[config.mk]
export PLATFORM = sky130hd
export DESIGN_NAME = clk_los_monitor
export DESIGN_NICKNAME = d
export VERILOG_FILES = /design/src/rtl/los_mon_pkg.sv /design/src/rtl/los_edge_sync.sv /design/src/rtl/los_period_meter.sv /design/src/rtl/los_qualifier.sv /design/src/rtl/clk_los_monitor.sv
export SDC_FILE = /design/constraint.sdc
export NUM_CORES = 1
export LEC_CHECK = 0
export BUFFER_PORTS_ARGS = -buffer_cell sky130_fd_sc_hd__buf_4
export CORE_ASPECT_RATIO = 0.9
export CORE_MARGIN = 2
export CORE_UTILIZATION = 62
export DETAILED_ROUTE_END_ITERATION = 10
export MAX_ROUTING_LAYER = met4
export PLACE_DENSITY = 0.85
export SLEW_MARGIN = 0
export SYNTH_ARGS = -nofsm -noshare
export SYNTH_HDL_FRONTEND = slang
export SYNTH_SLANG_ARGS = --single-unit
[constraint.sdc]
create_clock -name clk -period 5.3 [get_ports clk]
set_clock_uncertainty 0.2 [all_clocks]
set_input_delay 1.06 -clock clk [delete_from_list [all_inputs] [get_ports clk]]
set_output_delay 1.06 -clock clk [all_outputs]
set_load 0.005 [all_outputs]
[src/rtl/los_mon_pkg.sv]
package los_mon_pkg;

   // Verdict produced by a period meter for one system cycle
   typedef enum logic [1:0] {
      EV_NONE = 2'd0,
      EV_GOOD = 2'd1,
      EV_BAD  = 2'd2
   } period_ev_e;

endpackage

[src/rtl/los_edge_sync.sv]
// Brings an asynchronous clock into the system domain and flags its rising edges.
module los_edge_sync #(
   parameter int STAGES = 2
) (
   input  logic clk,
   input  logic rst_n,
   input  logic en,
   input  logic async_in,
   output logic rise
);

   logic [STAGES-1:0] sync_q;
   logic              prev_q;

   always_ff @(posedge clk) begin
      if (!rst_n || !en) begin
         sync_q <= '0;
         prev_q <= 1'b0;
      end else begin
         sync_q <= {sync_q[STAGES-2:0], async_in};
         prev_q <= sync_q[STAGES-1];
      end
   end

   assign rise = sync_q[STAGES-1] & ~prev_q;

endmodule

[src/rtl/los_period_meter.sv]
// Counts system cycles between rising edges and judges each period.
module los_period_meter
   import los_mon_pkg::*;
#(
   parameter int CNT_W = 12
) (
   input  logic             clk,
   input  logic             rst_n,
   input  logic             en,
   input  logic             rise,
   input  logic [CNT_W-1:0] nom,
   input  logic [CNT_W-1:0] tol,
   output period_ev_e       ev
);

   localparam int PW = CNT_W + 1;

   logic [PW-1:0] lo_lim;
   logic [PW-1:0] hi_lim;
   logic [PW-1:0] cnt_q;
   logic          armed_q;
   logic          in_window;
   logic          timed_out;

   assign hi_lim    = {1'b0, nom} + {1'b0, tol};
   assign lo_lim    = (nom > tol) ? {1'b0, nom - tol} : '0;
   assign in_window = (cnt_q >= lo_lim) && (cnt_q <= hi_lim);
   assign timed_out = cnt_q > hi_lim;

   always_ff @(posedge clk) begin
      if (!rst_n || !en) begin
         cnt_q   <= '0;
         armed_q <= 1'b0;
         ev      <= EV_NONE;
      end else begin
         ev <= EV_NONE;
         if (rise) begin
            cnt_q   <= {{(PW-1){1'b0}}, 1'b1};
            armed_q <= 1'b1;
            if (armed_q) begin
               ev <= in_window ? EV_GOOD : EV_BAD;
            end
         end else if (timed_out) begin
            // missing edge: one error, restart and wait for a fresh edge
            ev      <= EV_BAD;
            cnt_q   <= {{(PW-1){1'b0}}, 1'b1};
            armed_q <= 1'b0;
         end else begin
            cnt_q <= cnt_q + {{(PW-1){1'b0}}, 1'b1};
         end
      end
   end

endmodule

[src/rtl/los_qualifier.sv]
// Turns period verdicts into a loss flag with fail and recovery run lengths.
module los_qualifier
   import los_mon_pkg::*;
#(
   parameter int SENS_W = 4
) (
   input  logic              clk,
   input  logic              rst_n,
   input  logic              en,
   input  period_ev_e        ev,
   input  logic [SENS_W-1:0] fail_thr,
   input  logic [SENS_W-1:0] good_thr,
   output logic              los
);

   localparam logic [SENS_W-1:0] ONE_S  = {{(SENS_W-1){1'b0}}, 1'b1};
   localparam logic [SENS_W:0]   ONE_X  = {{SENS_W{1'b0}}, 1'b1};
   localparam logic [SENS_W-1:0] MAX_S  = '1;

   logic [SENS_W-1:0] bad_run_q;
   logic [SENS_W-1:0] good_run_q;
   logic [SENS_W-1:0] fail_eff;
   logic [SENS_W-1:0] good_eff;
   logic [SENS_W:0]   bad_next;
   logic [SENS_W:0]   good_next;

   assign fail_eff  = (fail_thr == '0) ? ONE_S : fail_thr;
   assign good_eff  = (good_thr == '0) ? ONE_S : good_thr;
   assign bad_next  = {1'b0, bad_run_q} + ONE_X;
   assign good_next = {1'b0, good_run_q} + ONE_X;

   always_ff @(posedge clk) begin
      if (!rst_n || !en) begin
         bad_run_q  <= '0;
         good_run_q <= '0;
         los        <= 1'b0;
      end else begin
         case (ev)
            EV_BAD: begin
               good_run_q <= '0;
               if (bad_run_q != MAX_S) bad_run_q <= bad_next[SENS_W-1:0];
               if (bad_next >= {1'b0, fail_eff}) los <= 1'b1;
            end
            EV_GOOD: begin
               bad_run_q <= '0;
               if (good_run_q != MAX_S) good_run_q <= good_next[SENS_W-1:0];
               if (good_next >= {1'b0, good_eff}) los <= 1'b0;
            end
            default: ;
         endcase
      end
   end

endmodule

[src/rtl/clk_los_monitor.sv]
module clk_los_monitor
   import los_mon_pkg::*;
#(
   parameter int NUM_CH      = 4,
   parameter int CNT_W       = 12,
   parameter int SENS_W      = 4,
   parameter int SYNC_STAGES = 2
) (
   input  logic                     clk,
   input  logic                     rst_n,
   input  logic [NUM_CH-1:0]        clk_in,
   input  logic [NUM_CH-1:0]        ch_en,
   input  logic [CNT_W-1:0]         nom_period,
   input  logic [CNT_W-1:0]         tol,
   input  logic [NUM_CH*SENS_W-1:0] fail_thresh,
   input  logic [SENS_W-1:0]        good_thresh,
   input  logic [NUM_CH-1:0]        sticky_clr,
   output logic [NUM_CH-1:0]        live_los,
   output logic [NUM_CH-1:0]        sticky_los,
   input  logic                     ref_clk_in,
   input  logic                     ref_en,
   input  logic [CNT_W-1:0]         ref_nom_period,
   input  logic [SENS_W-1:0]        ref_fail_thresh,
   input  logic                     keep_outputs,
   output logic                     ref_los,
   output logic                     out_enable
);

   // elaboration-time parameter checks
   if (NUM_CH < 1 || NUM_CH > 16) begin : g_bad_num_ch
      $error("clk_los_monitor: NUM_CH out of range");
   end
   if (SYNC_STAGES < 2) begin : g_bad_sync
      $error("clk_los_monitor: SYNC_STAGES must be at least 2");
   end
   if (CNT_W < 4 || SENS_W < 1) begin : g_bad_width
      $error("clk_los_monitor: counter widths too small");
   end

   // input clock channels
   for (genvar g = 0; g < NUM_CH; g++) begin : g_ch
      logic       rise;
      period_ev_e ev;

      los_edge_sync #(.STAGES(SYNC_STAGES)) u_sync (
         .clk      (clk),
         .rst_n    (rst_n),
         .en       (ch_en[g]),
         .async_in (clk_in[g]),
         .rise     (rise)
      );

      los_period_meter #(.CNT_W(CNT_W)) u_meter (
         .clk   (clk),
         .rst_n (rst_n),
         .en    (ch_en[g]),
         .rise  (rise),
         .nom   (nom_period),
         .tol   (tol),
         .ev    (ev)
      );

      los_qualifier #(.SENS_W(SENS_W)) u_qual (
         .clk      (clk),
         .rst_n    (rst_n),
         .en       (ch_en[g]),
         .ev       (ev),
         .fail_thr (fail_thresh[g*SENS_W +: SENS_W]),
         .good_thr (good_thresh),
         .los      (live_los[g])
      );
   end

   // sticky history: set by live loss, cleared only by a write of one outside loss
   always_ff @(posedge clk) begin
      if (!rst_n) begin
         sticky_los <= '0;
      end else begin
         sticky_los <= live_los | (sticky_los & ~sticky_clr);
      end
   end

   // reference clock channel
   logic       ref_rise;
   period_ev_e ref_ev;

   los_edge_sync #(.STAGES(SYNC_STAGES)) u_ref_sync (
      .clk      (clk),
      .rst_n    (rst_n),
      .en       (ref_en),
      .async_in (ref_clk_in),
      .rise     (ref_rise)
   );

   los_period_meter #(.CNT_W(CNT_W)) u_ref_meter (
      .clk   (clk),
      .rst_n (rst_n),
      .en    (ref_en),
      .rise  (ref_rise),
      .nom   (ref_nom_period),
      .tol   (tol),
      .ev    (ref_ev)
   );

   los_qualifier #(.SENS_W(SENS_W)) u_ref_qual (
      .clk      (clk),
      .rst_n    (rst_n),
      .en       (ref_en),
      .ev       (ref_ev),
      .fail_thr (ref_fail_thresh),
      .good_thr (good_thresh),
      .los      (ref_los)
   );

   assign out_enable = keep_outputs | ~ref_los;

endmodule

==> results.md <==
* RSZ-0062 raised after global routing: no
* Syn-to-layout area delta at 12.60%
* Total CTS buffers at 17
* Worst-skew pair later-pin latency at between 0.4 and 0.5 ns
* Total gr overflow at 0
* Synth Register Bits at 144
* Status: complete, no violations
* Final Hold Viols at 0
* CP Max Fanout at 12
* Period minus WS final at between 5 and 6 ns
* Starting DRT DRC Count at 899
* P_int at 2269 uW
* Rows at 48
* DRT Pass-1 Iters at 5
* WL/cell at about 17 microns
* Area contributors post-synth: ha_1 25%, dfxtp_1 24%, nor2_1 4.6%, a21oi_1 4.1%, xor2_1 3.9%
* Gr usage total at approximately 31%
* Clk sinks at 144
* Port Buffer Count at 86
* Max VDD drop at 202.5 uV
* Max-cap viol count at 0
* Worst-margin pin slew at 1.334 ns
* Synth top area share at 24.69%
* Vias/cell at a little over 6
* CTS tree: yes
* Setup TNS at 0 ns
* Period utilization at 95.05%
* Postcts setup bufs at 0
* Worst EP arrival at roughly 5 ns
* Via Count at 10875
* Slew Viols, Final at 0
* Synthesized area per cell at 8.352 sq um
* Leakage at 0.006225 uW
* Power per cell area at 236.9 nW/um^2
* Die area at 20590 sq um
* EDFF count, synth at 0
* Final net count at 1841
* Buffer depth of the longest clock path at 2
* Initial antenna violation count at 0
* Routed Antenna Nets at 0
* Starting Density at 63.15%
* Post-synthesis sequential area ratio at 23.90%
* Logic pwr share at between 20 and 25%
* Cell accounting for the most synthesized area: ha_1
* Die width at 151.0 microns
* Post-Synthesis Cells at 1444
* Hold path start: g_ch[1].u_meter.armed_q$_SDFFE_PP0P_
* Synthesized Nets at 1763
* Max_slew headroom at 9.645%
* Post-Route WL at 30400 microns
* ANT cells at 0
* Distinct cell type count after synthesis at 69
* RePlAce Congestion at approximately 0.97
* Setup CP Type: in2reg
* Crit path capture type: flip-flop
* Core area at 19100 sq um
* Syn Std Cell Area at 12060 sq um
* Die Y at 136.3 microns
* Largest net degree at the start of global routing at 31
* Worst Setup Start Kind: input port
* Sw Pwr at 948.5 uW
* Fraction of registers with async set/reset at 0%
* Clock slew at reported path FFs at roughly 0.070 ns
* YS warnings at 0
* HPWL Detailed at 22720 microns
* Hold buffers post-CTS at 0
* Worst hold path class: reg2reg
* Layout cells sized above 1 at a little over a tenth
* DR DRC count at 0
* Critical Path Source: nom_period[0]
* Finish-stage setup viols at 0
* Reg power frac at 34.1%
* Global-route wire length before repair at around 49000 microns
* CP required at about 5.4 ns
* Clk pwr share at 43.5%
* Top_reg_cell synth: dfxtp_1
* Timing-limited maximum frequency at roughly 0.20 GHz
* Finished Core Util at 71.11%
* # IOs at 87
* Post-CTS resize count at 0
* H-tree Lvls at 4
* Vias in the first global route at 10140
* Sw Ratio at 29.48%
* Clock root cell: clkbuf_16
* RR Startpoint: u_ref_meter.cnt_q[6]$_SDFF_PP0_
-- critical path, stage by stage --
cell	delay, ns
buf_4	0.11
inv_1	0.04
ha_1	0.22
fa_1	0.41
nand2b_1	0.19
a21oi_1	0.36
o21ai_1	0.17
a21oi_1	0.17
o21a_1	0.37
and2_1	0.29
ha_1	0.26
nand2b_1	0.13
a2111oi_0	0.52
o21bai_1	0.16
a41oi_1	0.33
o21ai_0	0.15
nor4b_1	0.18
-- logic make-up (layout without fill, tap and decap cells) --
group	count (synthesis)	in the layout	synth area share (%)
and+or+nand+nor	504	504	21.22
AOI/OAI and AO/OA	321	321	17.50
adders and majority gates	242	242	25.36
DFF	144	144	23.90
buffers and inverters	130	221	4.544
xor gates and xnor gates	103	103	7.480
-- placed cells by master (no fill, tap or decap), types with 9 or more instances in the layout --
cell type	synthesis	routed
ha_1	238	238
nor2_1	147	147
dfxtp_1	144	144
a21oi_1	98	98
buf_4	7	98
nand3_1	94	94
inv_1	91	91
nand2_1	68	68
xor2_1	54	54
o21ai_0	52	52
xnor2_1	49	49
and3_1	47	47
nand2b_1	37	37
a21o_1	28	28
o21a_1	19	19
clkbuf_16	0	17
nor3_1	15	15
a211oi_1	15	15
a31oi_1	15	15
o21ai_1	14	14
nand4_1	12	12
nor2b_1	12	12
o211ai_1	11	11
a22oi_1	10	10
nor2_2	10	10
or2_2	9	9
-- sequential cells by signal (all words and copies together) (netlist names), 2 cells and up --
register and flops:
g_ch.u_meter.cnt_q 52, g_ch.u_qual.bad_run_q 16, g_ch.u_qual.good_run_q 16, u_ref_meter.cnt_q 13, g_ch.u_meter.ev 8, g_ch.u_sync.sync_q 8, g_ch.u_meter.armed_q 4, g_ch.u_qual.los 4
g_ch.u_sync.prev_q 4, sticky_los 4, u_ref_qual.bad_run_q 4, u_ref_qual.good_run_q 4, u_ref_meter.ev 2, u_ref_sync.sync_q 2
-- cell type report --
type	instances	area, sq um
inverter	91	341.6
clock inverter	15	252.7
sequential	144	2883
timing repair buffer	98	735.7
multi-input combinational	1170	8630
clock buffer	17	425.4
fill	1447	5518
tap	250	312.8
-- final timing paths --
path / end / slack [ns] / cells past startpoint
worst max register to register: u_ref_meter.cnt_q[5]$_SDFF_PP0_ / 2.54 / 7
worst min register to register: g_ch[1].u_meter.ev[0]$_SDFF_PP0_ / 0.26 / 2
worst min-delay path: g_ch[1].u_meter.ev[0]$_SDFF_PP0_ / 0.26 / 2
worst max-delay path: g_ch[0].u_meter.ev[0]$_SDFF_PP0_ / 0.26 / 17
-- stage by stage --
| stage | cells | power, uW | hold WS (ns) | area [sq um] | setup WS, ns |
|---|---|---|---|---|---|
| floorplan | 1444 | 1582 | 0.2393 | 12060 | 0.8197 |
| global placement | 1753 | 1787 | 0.2474 | 12900 | 0.07710 |
| detailed placement | 1753 | 1814 | 0.2524 | 12900 | -0.06260 |
| CTS | 1785 | 3205 | 0.2671 | 13580 | 0.3977 |
| global route | 1785 | 3346 | 0.2882 | 13580 | 0.08230 |
| finish | 1785 | 3218 | 0.2620 | 13580 | 0.2626 |
-- Yosys cell counts (all sizes together) (6+ instances only) --
cell type	number
a211oi	17
a21o	28
a21oi	98
a221oi	7
a22oi	10
a31o	6
a31oi	15
and2	6
and3	47
and4	6
buf	23
clkbuf	16
dfxtp	144
ha	238
inv	91
nand2	68
nand2b	37
nand3	94
nand4	13
nand4b	6
nor2	157
nor2b	12
nor3	15
nor4	6
nor4b	7
o211ai	11
o21a	19
o21ai	66
or2	9
or3	6
or4	7
xnor2	49
xor2	54
-- power groups by stage --
stage	clock network (uW)	registers, uW	logic [uW]
after floorplan	0	1120	465
after global placement	0	1120	666
after detailed placement	0	1120	693
after CTS	1400	1100	704
after global routing	1450	1100	794
final	1400	1100	720
-- layer usage --
layer / share of wire (%) / GRT usage [%]
met1: 45 / 39.71
met2: 46 / 49.82
met3: 6.7 / 4.664
met4: 2.2 / 8.930
met5: 0 / -
No activity file was read; power rests on OpenSTA's default activity.
